==> src/rtl/flash_probe_pkg.sv <==
// Shared constants, types and geometry helpers for the flash probe.
// Assumes the density classes 0..6 are common to identifier and legacy decode.
package flash_probe_pkg;
    localparam int PAGES_W  = 16;
    localparam int SIZE_W   = 11;
    localparam int SHIFT_W  = 4;
    localparam int CLS_W    = 3;
    localparam int ID_BYTES = 3;
    localparam int CNT_W    = $clog2(ID_BYTES);
    localparam int ID_W     = 8 * ID_BYTES;

    localparam logic [7:0] OPC_IDENT  = 8'h9F;
    localparam logic [7:0] OPC_STATUS = 8'hD7;
    localparam logic [7:0] FILL_BYTE  = 8'h00;
    localparam logic [7:0] MFR_CODE   = 8'h1F;
    localparam logic [7:0] DEV_FIRST  = 8'h22;
    localparam logic [7:0] DEV_LAST   = 8'h28;
    localparam logic [7:0] DEV_DUAL   = 8'h27;
    localparam logic [7:0] DENS_MASK  = 8'h3C;

    typedef struct packed {
        logic [PAGES_W-1:0] pages;
        logic [SIZE_W-1:0]  size;
        logic [SHIFT_W-1:0] shift;
        logic               pow2;
    } geom_t;

    typedef enum logic [2:0] {
        S_IDLE, S_ID_OP, S_ID_RD, S_ID_EVAL, S_SR_OP, S_SR_RD, S_SR_EVAL
    } probe_state_t;

    // Base (non-binary) geometry of a density class.
    function automatic geom_t class_geom(input logic [CLS_W-1:0] cls);
        geom_t g;
        g.pow2 = 1'b0;
        case (cls)
            3'd0:    g.pages = PAGES_W'(512);
            3'd1:    g.pages = PAGES_W'(1024);
            3'd2:    g.pages = PAGES_W'(2048);
            3'd3,
            3'd4:    g.pages = PAGES_W'(4096);
            default: g.pages = PAGES_W'(8192);
        endcase
        if (cls < 3'd4) begin
            g.size = SIZE_W'(264);  g.shift = SHIFT_W'(9);
        end else if (cls < 3'd6) begin
            g.size = SIZE_W'(528);  g.shift = SHIFT_W'(10);
        end else begin
            g.size = SIZE_W'(1056); g.shift = SHIFT_W'(11);
        end
        return g;
    endfunction

    // Binary page variant: page size drops to the power of two below.
    function automatic geom_t to_binary(input geom_t g);
        geom_t b;
        b.pages = g.pages;
        b.shift = g.shift - SHIFT_W'(1);
        b.size  = SIZE_W'(1) << b.shift;
        b.pow2  = 1'b1;
        return b;
    endfunction
endpackage

==> src/rtl/id_class_decode.sv <==
// Maps a 24-bit identifier to a density class and binary-page capability.
// Assumes: pure combinational; hit is 0 for any foreign or unlisted identifier.
module id_class_decode
    import flash_probe_pkg::*;
(
    input  logic [ID_W-1:0]  id_word,
    output logic             id_hit,
    output logic             id_bin,
    output logic [CLS_W-1:0] id_cls
);
    logic [7:0] dev_hi;
    logic [7:0] dev_lo;
    logic [7:0] dev_off;

    assign dev_hi  = id_word[15:8];
    assign dev_lo  = id_word[7:0];
    assign dev_off = dev_hi - DEV_FIRST;

    // Table lookup: listed device bytes, with a dual-revision entry.
    always_comb begin
        id_hit = 1'b0;
        id_bin = 1'b0;
        id_cls = dev_off[CLS_W-1:0];
        if (id_word[23:16] == MFR_CODE && dev_hi >= DEV_FIRST && dev_hi <= DEV_LAST) begin
            if (dev_lo == 8'h00) begin
                id_hit = 1'b1;
                id_bin = (dev_hi != DEV_DUAL);
            end else if (dev_hi == DEV_DUAL && dev_lo == 8'h01) begin
                id_hit = 1'b1;
                id_bin = 1'b1;
            end
        end
    end
endmodule

==> src/rtl/status_class_decode.sv <==
// Decodes the legacy density code carried in status bits 5:2.
// Assumes: 0x00 and 0xFF mean an empty socket; pure combinational.
module status_class_decode
    import flash_probe_pkg::*;
(
    input  logic [7:0]       sr_byte,
    output logic             sr_hit,
    output logic [CLS_W-1:0] sr_cls
);
    logic [7:0] code;
    assign code = sr_byte & DENS_MASK;

    // Density code to class; absent device or unknown code gives a miss.
    always_comb begin
        sr_hit = 1'b0;
        sr_cls = '0;
        if (sr_byte != 8'h00 && sr_byte != 8'hFF) begin
            sr_hit = 1'b1;
            case (code)
                8'h0C:        sr_cls = 3'd0;
                8'h14:        sr_cls = 3'd1;
                8'h1C:        sr_cls = 3'd2;
                8'h24:        sr_cls = 3'd3;
                8'h2C:        sr_cls = 3'd4;
                8'h34:        sr_cls = 3'd5;
                8'h38, 8'h3C: sr_cls = 3'd6;
                default:      sr_hit = 1'b0;
            endcase
        end
    end
endmodule

==> src/rtl/flash_probe_seq.sv <==
// Probe sequencer: drives the byte handshake, captures identifier and status,
// and registers the result. Assumes the master answers each request with a
// one-cycle ack and samples the next request after that ack.
module flash_probe_seq
    import flash_probe_pkg::*;
(
    input  logic             clk,
    input  logic             rst_n,
    input  logic             start,
    output logic             req,
    output logic [7:0]       tx,
    output logic             last,
    input  logic             ack,
    input  logic [7:0]       rx,
    output logic [ID_W-1:0]  id_word,
    output logic [7:0]       sr_byte,
    input  logic             id_hit,
    input  logic             id_bin,
    input  logic [CLS_W-1:0] id_cls,
    input  logic             sr_hit,
    input  logic [CLS_W-1:0] sr_cls,
    output logic             done,
    output logic             ok,
    output logic             err,
    output geom_t            geom
);
    probe_state_t     state;
    logic [CNT_W-1:0] rd_cnt;
    logic             legacy;

    // Handshake outputs follow the state alone.
    always_comb begin
        req  = (state == S_ID_OP) || (state == S_ID_RD) ||
               (state == S_SR_OP) || (state == S_SR_RD);
        tx   = (state == S_ID_OP) ? OPC_IDENT :
               (state == S_SR_OP) ? OPC_STATUS : FILL_BYTE;
        last = (state == S_SR_RD) ||
               (state == S_ID_RD && rd_cnt == CNT_W'(ID_BYTES - 1));
    end

    // Probe state machine and result registers.
    always_ff @(posedge clk) begin
        if (!rst_n) begin
            state   <= S_IDLE;
            rd_cnt  <= '0;
            legacy  <= 1'b0;
            id_word <= '0;
            sr_byte <= '0;
            done    <= 1'b0;
            ok      <= 1'b0;
            err     <= 1'b0;
            geom    <= '0;
        end else begin
            done <= 1'b0;
            case (state)
                S_IDLE: if (start) begin
                    ok     <= 1'b0;
                    err    <= 1'b0;
                    rd_cnt <= '0;
                    state  <= S_ID_OP;
                end
                S_ID_OP: if (ack) state <= S_ID_RD;
                S_ID_RD: if (ack) begin
                    id_word <= {id_word[ID_W-9:0], rx};
                    if (rd_cnt == CNT_W'(ID_BYTES - 1)) state <= S_ID_EVAL;
                    else rd_cnt <= rd_cnt + CNT_W'(1);
                end
                S_ID_EVAL: begin
                    if (id_word[ID_W-1:ID_W-8] != MFR_CODE) begin
                        legacy <= 1'b1;
                        state  <= S_SR_OP;
                    end else if (id_hit && id_bin) begin
                        legacy <= 1'b0;
                        state  <= S_SR_OP;
                    end else begin
                        done  <= 1'b1;
                        ok    <= id_hit;
                        err   <= !id_hit;
                        geom  <= id_hit ? class_geom(id_cls) : '0;
                        state <= S_IDLE;
                    end
                end
                S_SR_OP: if (ack) state <= S_SR_RD;
                S_SR_RD: if (ack) begin
                    sr_byte <= rx;
                    state   <= S_SR_EVAL;
                end
                S_SR_EVAL: begin
                    done  <= 1'b1;
                    state <= S_IDLE;
                    if (legacy) begin
                        ok   <= sr_hit;
                        err  <= !sr_hit;
                        geom <= sr_hit ? class_geom(sr_cls) : '0;
                    end else begin
                        ok   <= 1'b1;
                        err  <= 1'b0;
                        geom <= sr_byte[0] ? to_binary(class_geom(id_cls)) : class_geom(id_cls);
                    end
                end
                default: state <= S_IDLE;
            endcase
        end
    end
endmodule

==> src/rtl/flash_geom_probe.sv <==
// Top of the flash geometry probe: sequencer plus the two class decoders.
// Assumes a byte-level SPI master on the spi_* handshake.
module flash_geom_probe
    import flash_probe_pkg::*;
(
    input  logic               clk,
    input  logic               rst_n,
    input  logic               probe_start,
    output logic               spi_req,
    output logic [7:0]         spi_tx,
    output logic               spi_last,
    input  logic               spi_ack,
    input  logic [7:0]         spi_rx,
    output logic               probe_done,
    output logic               probe_ok,
    output logic               probe_err,
    output logic [PAGES_W-1:0] geo_pages,
    output logic [SIZE_W-1:0]  geo_size,
    output logic [SHIFT_W-1:0] geo_shift,
    output logic               geo_pow2
);
    logic [ID_W-1:0]  id_word;
    logic [7:0]       sr_byte;
    logic             id_hit, id_bin, sr_hit;
    logic [CLS_W-1:0] id_cls, sr_cls;
    geom_t            geom;

    id_class_decode u_id (
        .id_word (id_word), .id_hit (id_hit), .id_bin (id_bin), .id_cls (id_cls)
    );

    status_class_decode u_sr (
        .sr_byte (sr_byte), .sr_hit (sr_hit), .sr_cls (sr_cls)
    );

    flash_probe_seq u_seq (
        .clk     (clk),      .rst_n  (rst_n),    .start  (probe_start),
        .req     (spi_req),  .tx     (spi_tx),   .last   (spi_last),
        .ack     (spi_ack),  .rx     (spi_rx),
        .id_word (id_word),  .sr_byte(sr_byte),
        .id_hit  (id_hit),   .id_bin (id_bin),   .id_cls (id_cls),
        .sr_hit  (sr_hit),   .sr_cls (sr_cls),
        .done    (probe_done), .ok   (probe_ok), .err    (probe_err),
        .geom    (geom)
    );

    assign geo_pages = geom.pages;
    assign geo_size  = geom.size;
    assign geo_shift = geom.shift;
    assign geo_pow2  = geom.pow2;
endmodule

==> config.mk <==
export PLATFORM = sky130hd
export DESIGN_NAME = flash_geom_probe
export DESIGN_NICKNAME = d
export VERILOG_FILES = /design/src/rtl/flash_probe_pkg.sv /design/src/rtl/id_class_decode.sv /design/src/rtl/status_class_decode.sv /design/src/rtl/flash_probe_seq.sv /design/src/rtl/flash_geom_probe.sv
export SDC_FILE = /design/constraint.sdc
export NUM_CORES = 1
export LEC_CHECK = 0
export BUFFER_PORTS_ARGS = -buffer_cell sky130_fd_sc_hd__buf_4
export CAP_MARGIN = 20
export CELL_PAD_IN_SITES_DETAIL_PLACEMENT = 1
export CELL_PAD_IN_SITES_GLOBAL_PLACEMENT = 2
export CORE_ASPECT_RATIO = 1.75
export CORE_MARGIN = 4
export CORE_UTILIZATION = 33
export CTS_BUF_LIST = sky130_fd_sc_hd__clkbuf_2
export DETAILED_ROUTE_END_ITERATION = 6
export PLACE_DENSITY = 0.9
export SYNTH_ARGS = -nofsm -noshare
export SYNTH_HDL_FRONTEND = slang
export SYNTH_SLANG_ARGS = --single-unit
==> constraint.sdc <==
create_clock -name clk -period 2.53 [get_ports clk]
set_input_delay 0.1265 -clock clk [delete_from_list [all_inputs] [get_ports clk]]
set_output_delay 0.1265 -clock clk [all_outputs]
set_load 0.01 [all_outputs]
==> flow_summary.toml, run 1 <==
[synthesis]
synth_most_common_cell = "nand2_1"
ys_seq_area_share_pct = 38.5
async_flop_share_pct = 0
syn_area_um2 = 3170
synth_warnings = 0
synth_area_leaders = "dfxtp_1 39%, nand2_1 10%, a21boi_0 9.5%"
synthTopCellsByCount = "88 x nand2_1, 61 x dfxtp_1, 40 x a21boi_0"
synth_enable_flop_cells = 0
synth_cells = 399
syn_avg_cell_area_um2 = 7.95
ys_ff_latch = 61
yosys.area.top_type = "dfxtp_1"
synth_flop_cell = "dfxtp_1"
synth_top_area_share_pct = 38.5
synth.distinct_cells = 61

[cts]
post_cts.repair.setup_buffers = 0
cts_inserted_buffers = 9
clkSinkCount = 61
clock_path_buffers = 2
cts.clk_slew.worst_paths_ns = 0.17
htreeDepth = 3
tritoncts = "yes"
root_buffer = "clkbuf_2"
clkLatencyLatePin_ns = 0.54

[routing]
drc = 0
dr_wl_met3_um = 271
wl_met1_um = 3370
viasPerCell = 5.09
first_pass_iters = 5
top_layer = "met4"
wl_per_cell_um = 15.1
wl_met2_um = 4660
drtIter0Drc = 113
drt_wl_total_um = 8540
ant_nets = 0
vias = 2869

[die]
die_w_um = 82.1
ios = 57
fp.dieH_um = 138
initial_core_util_pct = 33.7
row_count = 47
core_area_um2 = 9410
dieArea_um2 = 11300

[placed_design]
hpwlAfterDp_um = 6260
placed_area_um2 = 3510
port_buffers = 44
place.gp.congestion = 0.826

[flow_run]
cap_violations = 0

[power]
p_int_mw = 1.36
leakage_nw = 1.38
seqPwrFrac_pct = 53.5
p_comb_share_pct = 8.1
clockPowerShare_pct = 38.3
irDropWorstVdd_v = 0.000296
p_sw_mw = 0.477
powerDensity_nw_per_um2 = 491
p_sw_share_pct = 25.9

[sta]
rsz0062_at_grt = "false"
clock_skew_ns = 0.0207
max_slew_margin_pct = 63.2
fin_crit_ns = 2.38
setup_viol = 0
tightest_slew_ns = 0.549
final-hold-violation-count = 0
setup_tns_ns = 0
fin_crit_sh_pct = 94.1
fmax_mhz = 420
drv_slew = 0

[layout]
syn_to_final_growth_pct = 18.0
nets = 453
final_util_pct = 39.8
finalInstanceArea_um2 = 3740
drive_gt1_share_pct = 18.8

[critical_path]
reg2regPathDepth = 6
crit_required_ns = 3.00
cp_max_fo = 11
r2r_start = "u_seq.state[2]$_SDFFE_PN0P_"
critical_path_class = "reg -> reg"
reg2reg_to = "u_seq.geom[29]$_SDFFE_PN0P_"
crit_arrival_ns = 2.85
crit_path_end_kind = "register"
critPathLaunchType = "register"
r2r_setup_slack_ns = 0.15

[min_path]
hold_class = "in -> reg"
min_path_cells = 5
min_from = "probe_start"
hold_end = "u_seq.rd_cnt[0]$_SDFFE_PN0P_"

[global_routing]
grt_max_degree = 63
grt_usage_pct = 16.4
first_global_vias = 2931
grt_overflow = 0
antenna_found_initial = 1
grt_pass1_wl_um = 14100

[outcome]
status = "finished clean"
[timing repair]
action | 4_1_cts | 5_1_grt
gates resized for setup | 0 | 1
hold buffers | 9 | 0
endpoints found under the hold margin | 17 | 0
setup endpoints to repair | 0 | 6
[logic make-up (layout without fill, tap and decap cells)]
group           Yosys count  in the layout  share of synthesized area, %
other cells               1             13                         0.118
fa+ha+maj                 5              5                          1.97
xor+xnor                  3              3                         0.829
flops                    61             61                          38.5
buf+inv                  54             85                          8.68
compound gates          114            114                          25.2
simple gates            161            161                          24.7
[flip-flops by register name (all words and copies together), names as in the netlist]
signal and cells:
u_seq.id_word 24, u_seq.geom 20, u_seq.sr_byte 8, u_seq.state 3, u_seq.rd_cnt 2, u_seq.done 1
u_seq.err 1, u_seq.legacy 1, u_seq.ok 1
[metrics by stage]
| step | std cells | power, mW | worst slack, ns | hold slack (ns) |
|---|---|---|---|---|
| floorplan | 410 | 1.11 | 0.393 | 0.271 |
| global placement | 538 | 1.14 | 0.333 | 0.405 |
| detailed placement | 538 | 1.14 | 0.224 | 0.410 |
| CTS | 563 | 1.87 | 0.179 | 0.00958 |
| global route | 564 | 1.92 | 0.0415 | 0.0248 |
| finish | 564 | 1.84 | 0.149 | 0.0481 |
[worst max-delay path by stage]
| stage | startpoint | to | slack, ns |
|---|---|---|---|
| after floorplan | u_seq.id_word[9]$_SDFFE_PN0P_ | u_seq.geom[29]$_SDFFE_PN0P_ | 0.39 |
| after global placement | u_seq.state[2]$_SDFFE_PN0P_ | u_seq.geom[29]$_SDFFE_PN0P_ | 0.33 |
| after detailed placement | u_seq.id_word[9]$_SDFFE_PN0P_ | u_seq.geom[29]$_SDFFE_PN0P_ | 0.22 |
| after CTS | u_seq.state[2]$_SDFFE_PN0P_ | u_seq.geom[29]$_SDFFE_PN0P_ | 0.18 |
| after global routing | u_seq.state[2]$_SDFFE_PN0P_ | u_seq.geom[29]$_SDFFE_PN0P_ | 0.04 |
| final | u_seq.state[2]$_SDFFE_PN0P_ | u_seq.geom[29]$_SDFFE_PN0P_ | 0.15 |
[metal layers]
metal  up-vias  global-route usage [%]
li1       1424                       -
met1      1379                    17.1
met2        52                    29.9
met3        14                    3.01
met4         0                    8.87
met5         -                       0
[power groups by stage]
stage               Combinational, mW  Sequential [mW]  Clock, mW
finish                          0.150            0.985      0.705
global route                    0.167            0.988      0.763
CTS                             0.151            0.985      0.730
global placement                0.137             1.00          0
floorplan                       0.108            0.999          0
detailed placement              0.140             1.00          0
[cell type report]
cell class                 instances  area (um2)
fill                            1180        5670
multi-input combinational        295        1720
sequential                        61        1220
timing repair buffer              61         480
tap                              122         153
clock inverter                     7        90.1
clock buffer                       9        45.0
inverter                           8        30.0
antenna                            1        2.50
[critical path, cell delays in order, from the launching register on]
cell and delay [ns]:
dfxtp_1 0.57, nand2_1 0.16, or2_1 0.36, nor2_1 0.38, a21oi_2 0.13, or4_1 0.54
a31oi_1 0.19
[cell usage in the layout (no fill, tap or decap), types with 3 or more instances in the layout]
cell / netlist / layout
clkbuf_2: 0 / 9
a21boi_1: 3 / 3
a21oi_1: 16 / 15
a22oi_1: 4 / 4
a21boi_0: 40 / 40
dlygate4sd3_1: 0 / 9
nand2_1: 88 / 88
conb_1: 1 / 12
or3_1: 3 / 3
buf_4: 17 / 52
o21ai_0: 20 / 20
o221a_2: 4 / 4
inv_1: 8 / 8
and2_1: 3 / 3
and3_1: 3 / 3
nand3_1: 8 / 8
dfxtp_1: 61 / 61
nor4_1: 3 / 3
nand4_1: 4 / 4
nand4b_1: 3 / 3
a31oi_1: 9 / 9
clkinvlp_4: 0 / 3
nor2b_1: 6 / 6
nand3b_1: 3 / 3
nor2_1: 17 / 17
ha_1: 5 / 5
Power figures use the tool's default switching activity.
==> inputs of run 2 (changes only) <==
- ABC_AREA: unset -> 1
- CORE_UTILIZATION: 33 -> 31
- RECOVER_POWER: unset -> 100
==> run 2 against run 1 <==
  * First-iteration DRC count is 1.8% lower
  * Hold slack gained 0.094 ns
  * Setup slack better by 0.23 ns
  * Critical path type unchanged
  * Critical endpoint is now u_seq.geom[25]$_SDFFE_PN0P_
  * Highest routed layer unchanged
==> flow_summary.toml, run 2 <==
[outcome]
status = "finished clean"

[layout]
finalInstanceArea_um2 = 3820
largest_reg_flops = 24
nets = 580
top_regs = "u_seq.id_word (24), u_seq.geom (20), u_seq.sr_byte (8)"
antenna-diode-count = 0
drive_gt1_share_pct = 7.39
syn_to_final_growth_pct = 12.8
final_common_cell = "nand2_1"
final_cell_mix = "110 x nand2_1, 66 x nor2_1, 61 x dfxtp_1"
largest-register = "u_seq.id_word"
fillCellCount = 1394

[flow_run]
cap_violations = 0

[global_routing]
grt_overflow = 0
antenna_found_initial = 0
grt_usage_pct = 16.8
grt_pass1_wl_um = 16900
first_global_vias = 3576
grt_max_degree = 42

[synthesis]
yosys.area.top_type = "dfxtp_1"
synth.distinct_cells = 34
synth_top_area_share_pct = 36.0
syn_area_um2 = 3390
synth_enable_flop_cells = 0
syn_avg_cell_area_um2 = 6.53
synth_flop_cell = "dfxtp_1"
synth_area_leaders = "dfxtp_1 36%, nand2_1 12%, a21oi_1 7.7%"
synth_most_common_cell = "nand2_1"
synthTopCellsByCount = "108 x nand2_1, 65 x nor2_1, 61 x dfxtp_1"
synth_warnings = 0
ys_ff_latch = 61
synth_cells = 519
ys_seq_area_share_pct = 36.0
async_flop_share_pct = 0

[power]
irDropWorstVdd_v = 0.000230
p_sw_mw = 1.15
powerDensity_nw_per_um2 = 728
seqPwrFrac_pct = 42.6
p_comb_share_pct = 36.3
p_sw_share_pct = 41.3
p_int_mw = 1.63
clockPowerShare_pct = 21.1
leakage_nw = 1.63

[routing]
drc = 0
vias = 3458
drtIter0Drc = 111
first_pass_iters = 5
wl_per_cell_um = 14.6
ant_nets = 0
drt_wl_total_um = 10200
viasPerCell = 4.95

[cts]
clkSinkCount = 61
post_cts.repair.setup_buffers = 0
cts_resized = 0
cts_inserted_buffers = 9
tritoncts = "yes"
clkLatencyLatePin_ns = 0.53
cts.clk_slew.worst_paths_ns = 0.17
clock_path_buffers = 2
root_buffer = "clkbuf_2"
htreeDepth = 3
cts.hold.buffers_added = 12

[die]
die_w_um = 87.1
core_area_um2 = 10700
dieArea_um2 = 12700
fp.dieH_um = 146
initial_core_util_pct = 31.7
ios = 57
row_count = 50

[sta]
max_slew_margin_pct = 49.8
drv_slew = 0
rsz0062_at_grt = "false"
clock_skew_ns = 0.0227
final-hold-violation-count = 0
setup_tns_ns = 0
tightest_slew_ns = 0.752
fin_crit_sh_pct = 85.1
setup_viol = 0
fin_crit_ns = 2.15
fmax_mhz = 465

[critical_path]
r2r_start = "u_seq.id_word[9]$_SDFFE_PN0P_"
critPathLaunchType = "register"
reg2regPathDepth = 8
crit_chain = "inv_1, ha_1, nand2_1, nand3_1, nand4_1, o21ai_0, nand2_1, a21oi_1"
crit_buf_inv = 1
critical_path_class = "reg -> reg"
crit_required_ns = 2.99
path_common_cell = "nand2_1"
cp_max_fo = 11
crit_path_end_kind = "register"
r2r_setup_slack_ns = 0.38
crit_family = "flip-flops"
reg2reg_to = "u_seq.geom[25]$_SDFFE_PN0P_"
crit_arrival_ns = 2.62
critPathMaxStageDelay_ns = 0.58
crit_slowest_cell = "dfxtp_1"

[placed_design]
port_buffers = 44
place.gp.congestion = 0.904
hpwlAfterDp_um = 7900
placed_area_um2 = 3740

[min_path]
hold_end = "u_seq.err$_SDFFE_PN0P_"
hold_class = "in -> reg"
min_path_cells = 7
min_from = "probe_start"
[run 2: cell count changes after synthesis, moves of 16 or more]
cell and change:
o21ai_0 +16, a21oi_1 +36, nor2_1 +48, a21boi_0 -40
nand3_1 +40, nand2_1 +20, inv_1 +47
[run 2: cells by family after synthesis]
group / count (synthesis) / share of synthesized area, %
simple gates: 251 / 32.6
fa+ha+maj: 5 / 1.85
buf+inv: 99 / 13.5
flops: 61 / 36.0
compound gates: 101 / 15.6
other cells: 1 / 0.111
xor+xnor: 1 / 0.258
[run 2: power by group through the flow]
stage / clock network [mW] / registers (mW) / logic, mW
after floorplan: 0 / 1.17 / 0.809
after global placement: 0 / 1.20 / 1.04
after detailed placement: 0 / 1.21 / 1.08
after CTS: 0.616 / 1.19 / 1.10
after global routing: 0.656 / 1.21 / 1.15
final: 0.587 / 1.19 / 1.01
[run 2: final cells by class]
class                   instances  area, um2  share of cell area (%)
multi-input cells             370       1740                    45.5
flip-flops and latches         61       1220                    31.9
repair buffers                 63        380                    9.94
inverters                      58        218                    5.69
well taps                     130        163                    4.25
clock inverters                 6       53.8                    1.41
clock buffers                  10       50.0                    1.31
[run 2: how the worst max path moves through the flow]
stage | cells past startpoint | startpoint | to | slack, ns
2_1_floorplan | 12 | u_seq.id_word[9]$_SDFFE_PN0P_ | u_seq.geom[10]$_SDFFE_PN0P_ | 0.80
3_5_place_dp | 8 | u_seq.id_word[9]$_SDFFE_PN0P_ | u_seq.geom[25]$_SDFFE_PN0P_ | 0.45
6_report | 8 | u_seq.id_word[9]$_SDFFE_PN0P_ | u_seq.geom[25]$_SDFFE_PN0P_ | 0.38
4_1_cts | 8 | u_seq.id_word[9]$_SDFFE_PN0P_ | u_seq.geom[25]$_SDFFE_PN0P_ | 0.42
5_1_grt | 8 | u_seq.id_word[9]$_SDFFE_PN0P_ | u_seq.geom[25]$_SDFFE_PN0P_ | 0.18
3_3_place_gp | 8 | u_seq.id_word[9]$_SDFFE_PN0P_ | u_seq.geom[25]$_SDFFE_PN0P_ | 0.50
[run 2: metal layers]
layer  up-vias  track usage [%]  share of wire [%]
li1       1739                -                  -
met1      1624             16.6                 37
met2        67             31.8                 56
met3        28             3.33                3.4
met4         0             8.50                3.9
met5         -                0                  0
[run 2: per-stage QoR]
| step | worst slack [ns] | hold slack (ns) | power [mW] | utilization [%] | cells |
|---|---|---|---|---|---|
| 6_report | 0.378 | 0.142 | 2.78 | 35.8 | 698 |
| 5_1_grt | 0.176 | 0.129 | 3.02 | 35.8 | 698 |
| 4_1_cts | 0.419 | 0.0997 | 2.90 | 37.0 | 698 |
| 3_5_place_dp | 0.448 | 0.440 | 2.29 | 34.9 | 670 |
| 3_3_place_gp | 0.499 | 0.428 | 2.24 | 34.9 | 670 |
| 2_1_floorplan | 0.798 | 0.292 | 1.98 | - | 530 |
[run 2: worst register-to-register path, cell delays in order (launching register included)]
cell and delay [ns]:
dfxtp_1 0.58, inv_1 0.15, ha_1 0.49, nand2_1 0.11
nand3_1 0.14, nand4_1 0.08, o21ai_0 0.31, nand2_1 0.10
a21oi_1 0.15
==> inputs of run 3 (changes only) <==
- CORE_ASPECT_RATIO: 1.75 -> 0.6
- CTS_BUF_LIST: sky130_fd_sc_hd__clkbuf_2 -> sky130_fd_sc_hd__clkbuf_4 sky130_fd_sc_hd__clkbuf_8
==> run 3 against run 2 <==
  * Utilization down 0.44 points
  * Die area about the same
  * First-iteration DRC count up 74%
  * Via count down 2.1%
  * Total power up 6.7%
  * Sequential cell count unchanged
  * Global-route usage up 0.54 points
  * Clock skew down 0.011 ns
  * Wire length up 2.2%
==> flow_summary.toml, run 3 (same netlist as run 2, synthesis figures left out) <==
[sta]
fin_crit_sh_pct = 88.3
setup_tns_ns = 0
final-hold-violation-count = 0
whs_ns = 0.0706
drv_slew = 0
clock_skew_ns = 0.0112
fmax_mhz = 448
rsz0062_at_grt = "false"
max_slew_margin_pct = 52.3
setup_viol = 0
fin_crit_ns = 2.23
tightest_slew_ns = 0.715

[die]
row_count = 29
initial_core_util_pct = 31.9
dieArea_um2 = 12700
die_w_um = 143
fp.dieH_um = 89.0
core_area_um2 = 10600
ios = 57

[global_routing]
grt_usage_pct = 17.4
grt_overflow = 0
antenna_found_initial = 0
first_global_vias = 3411
grt_pass1_wl_um = 17300
grt_max_degree = 42

[power]
leakage_nw = 1.58
powerDensity_nw_per_um2 = 791
irDropWorstVdd_v = 0.000379
finalPower_mw = 2.97

[cts]
htreeDepth = 3
cts.hold.buffers_added = 0
clock_path_buffers = 2
root_buffer = "clkbuf_8"
tritoncts = "yes"
clkLatencyLatePin_ns = 0.36
cts.clk_slew.worst_paths_ns = 0.07
clkSinkCount = 61
cts_resized = 0
cts_inserted_buffers = 9
post_cts.repair.setup_buffers = 0

[placed_design]
place.gp.congestion = 0.873
port_buffers = 44
hpwlAfterDp_um = 7830

[critical_path]
path_common_cell = "nand2_1"
crit_chain = "inv_1, ha_1, nand2_1, nand3_1, nand4_1, o21ai_0, nand2_1, a21oi_1"
crit_arrival_ns = 2.51
critPathLaunchType = "register"
critical_path_class = "reg -> reg"
crit_slowest_cell = "dfxtp_1"
cp_max_fo = 11
crit_required_ns = 2.81
crit_path_end_kind = "register"
critPathMaxStageDelay_ns = 0.59

[routing]
drtIter0Drc = 193
first_pass_iters = 7
wl_per_cell_um = 15.1
viasPerCell = 4.91
drc = 0
ant_nets = 0
drt_wl_total_um = 10400
vias = 3385

[layout]
syn_to_final_growth_pct = 10.7
top_regs = "u_seq.id_word (24), u_seq.geom (20), u_seq.sr_byte (8)"
largest_reg_flops = 24
largest-register = "u_seq.id_word"
antenna-diode-count = 0
nets = 565
drive_gt1_share_pct = 7.26
final_cell_mix = "110 x nand2_1, 65 x nor2_1, 61 x dfxtp_1"
final_common_cell = "nand2_1"

[outcome]
status = "finished clean"

[min_path]
hold_class = "in -> reg"

[flow_run]
cap_violations = 0
## run 3: cell type report
cell class | instances | area [um2]
Tap cell | 139 | 174
Timing Repair Buffer | 48 | 238
Clock inverter | 2 | 10.0
Clock buffer | 12 | 159
Fill cell | 1396 | 6880
Sequential cell | 61 | 1220
Inverter | 58 | 218
Multi-Input combinational cell | 370 | 1740
## run 3: per-layer routing
metal	global-route usage, %	share of wire, %	up-vias
li1	-	-	1712
met1	25.0	52	1586
met2	25.6	40	76
met3	4.70	6.6	11
met4	4.49	1.0	0
met5	0	0	-
## run 3: stage by stage
step | instance area (um2) | instances | utilization (%) | worst slack, ns
2_1_floorplan | 3430 | 530 | - | 0.798
3_3_place_gp | 3720 | 676 | 35.0 | 0.346
3_5_place_dp | 3720 | 676 | 35.0 | 0.343
4_1_cts | 3890 | 690 | 36.6 | 0.310
5_1_grt | 3750 | 690 | 35.3 | 0.0466
6_report | 3750 | 690 | 35.3 | 0.296
## run 3: worst max-delay path: cells and delay by family, from the launching register on
kind            cells  cell delay, ns
compound gates      2            0.44
fa+ha+maj           1            0.54
buf+inv             1            0.16
flops               1            0.59
simple gates        4            0.44
## run 3: path summary, 6_finish.rpt
| check | startpoint | end | slack (ns) | cells past startpoint |
|---|---|---|---|---|
| setup / recovery | u_seq.id_word[9]$_SDFFE_PN0P_ | u_seq.geom[25]$_SDFFE_PN0P_ | 0.30 | 8 |
| hold / removal | spi_rx[7] | u_seq.sr_byte[7]$_SDFFE_PN0P_ | 0.07 | 3 |
| setup reg to reg | u_seq.id_word[9]$_SDFFE_PN0P_ | u_seq.geom[25]$_SDFFE_PN0P_ | 0.30 | 8 |
| hold reg to reg | u_seq.id_word[23]$_SDFFE_PN0P_ | u_seq.id_word[23]$_SDFFE_PN0P_ | 0.47 | 2 |
## run 3: report_power, final
part	leakage, nW	total (mW)	switching (mW)	internal, mW
logic	0.999	0.982	0.666	0.316
clock network	0.0915	0.791	0.385	0.406
registers	0.494	1.20	0.123	1.07
total	1.58	2.97	1.17	1.80
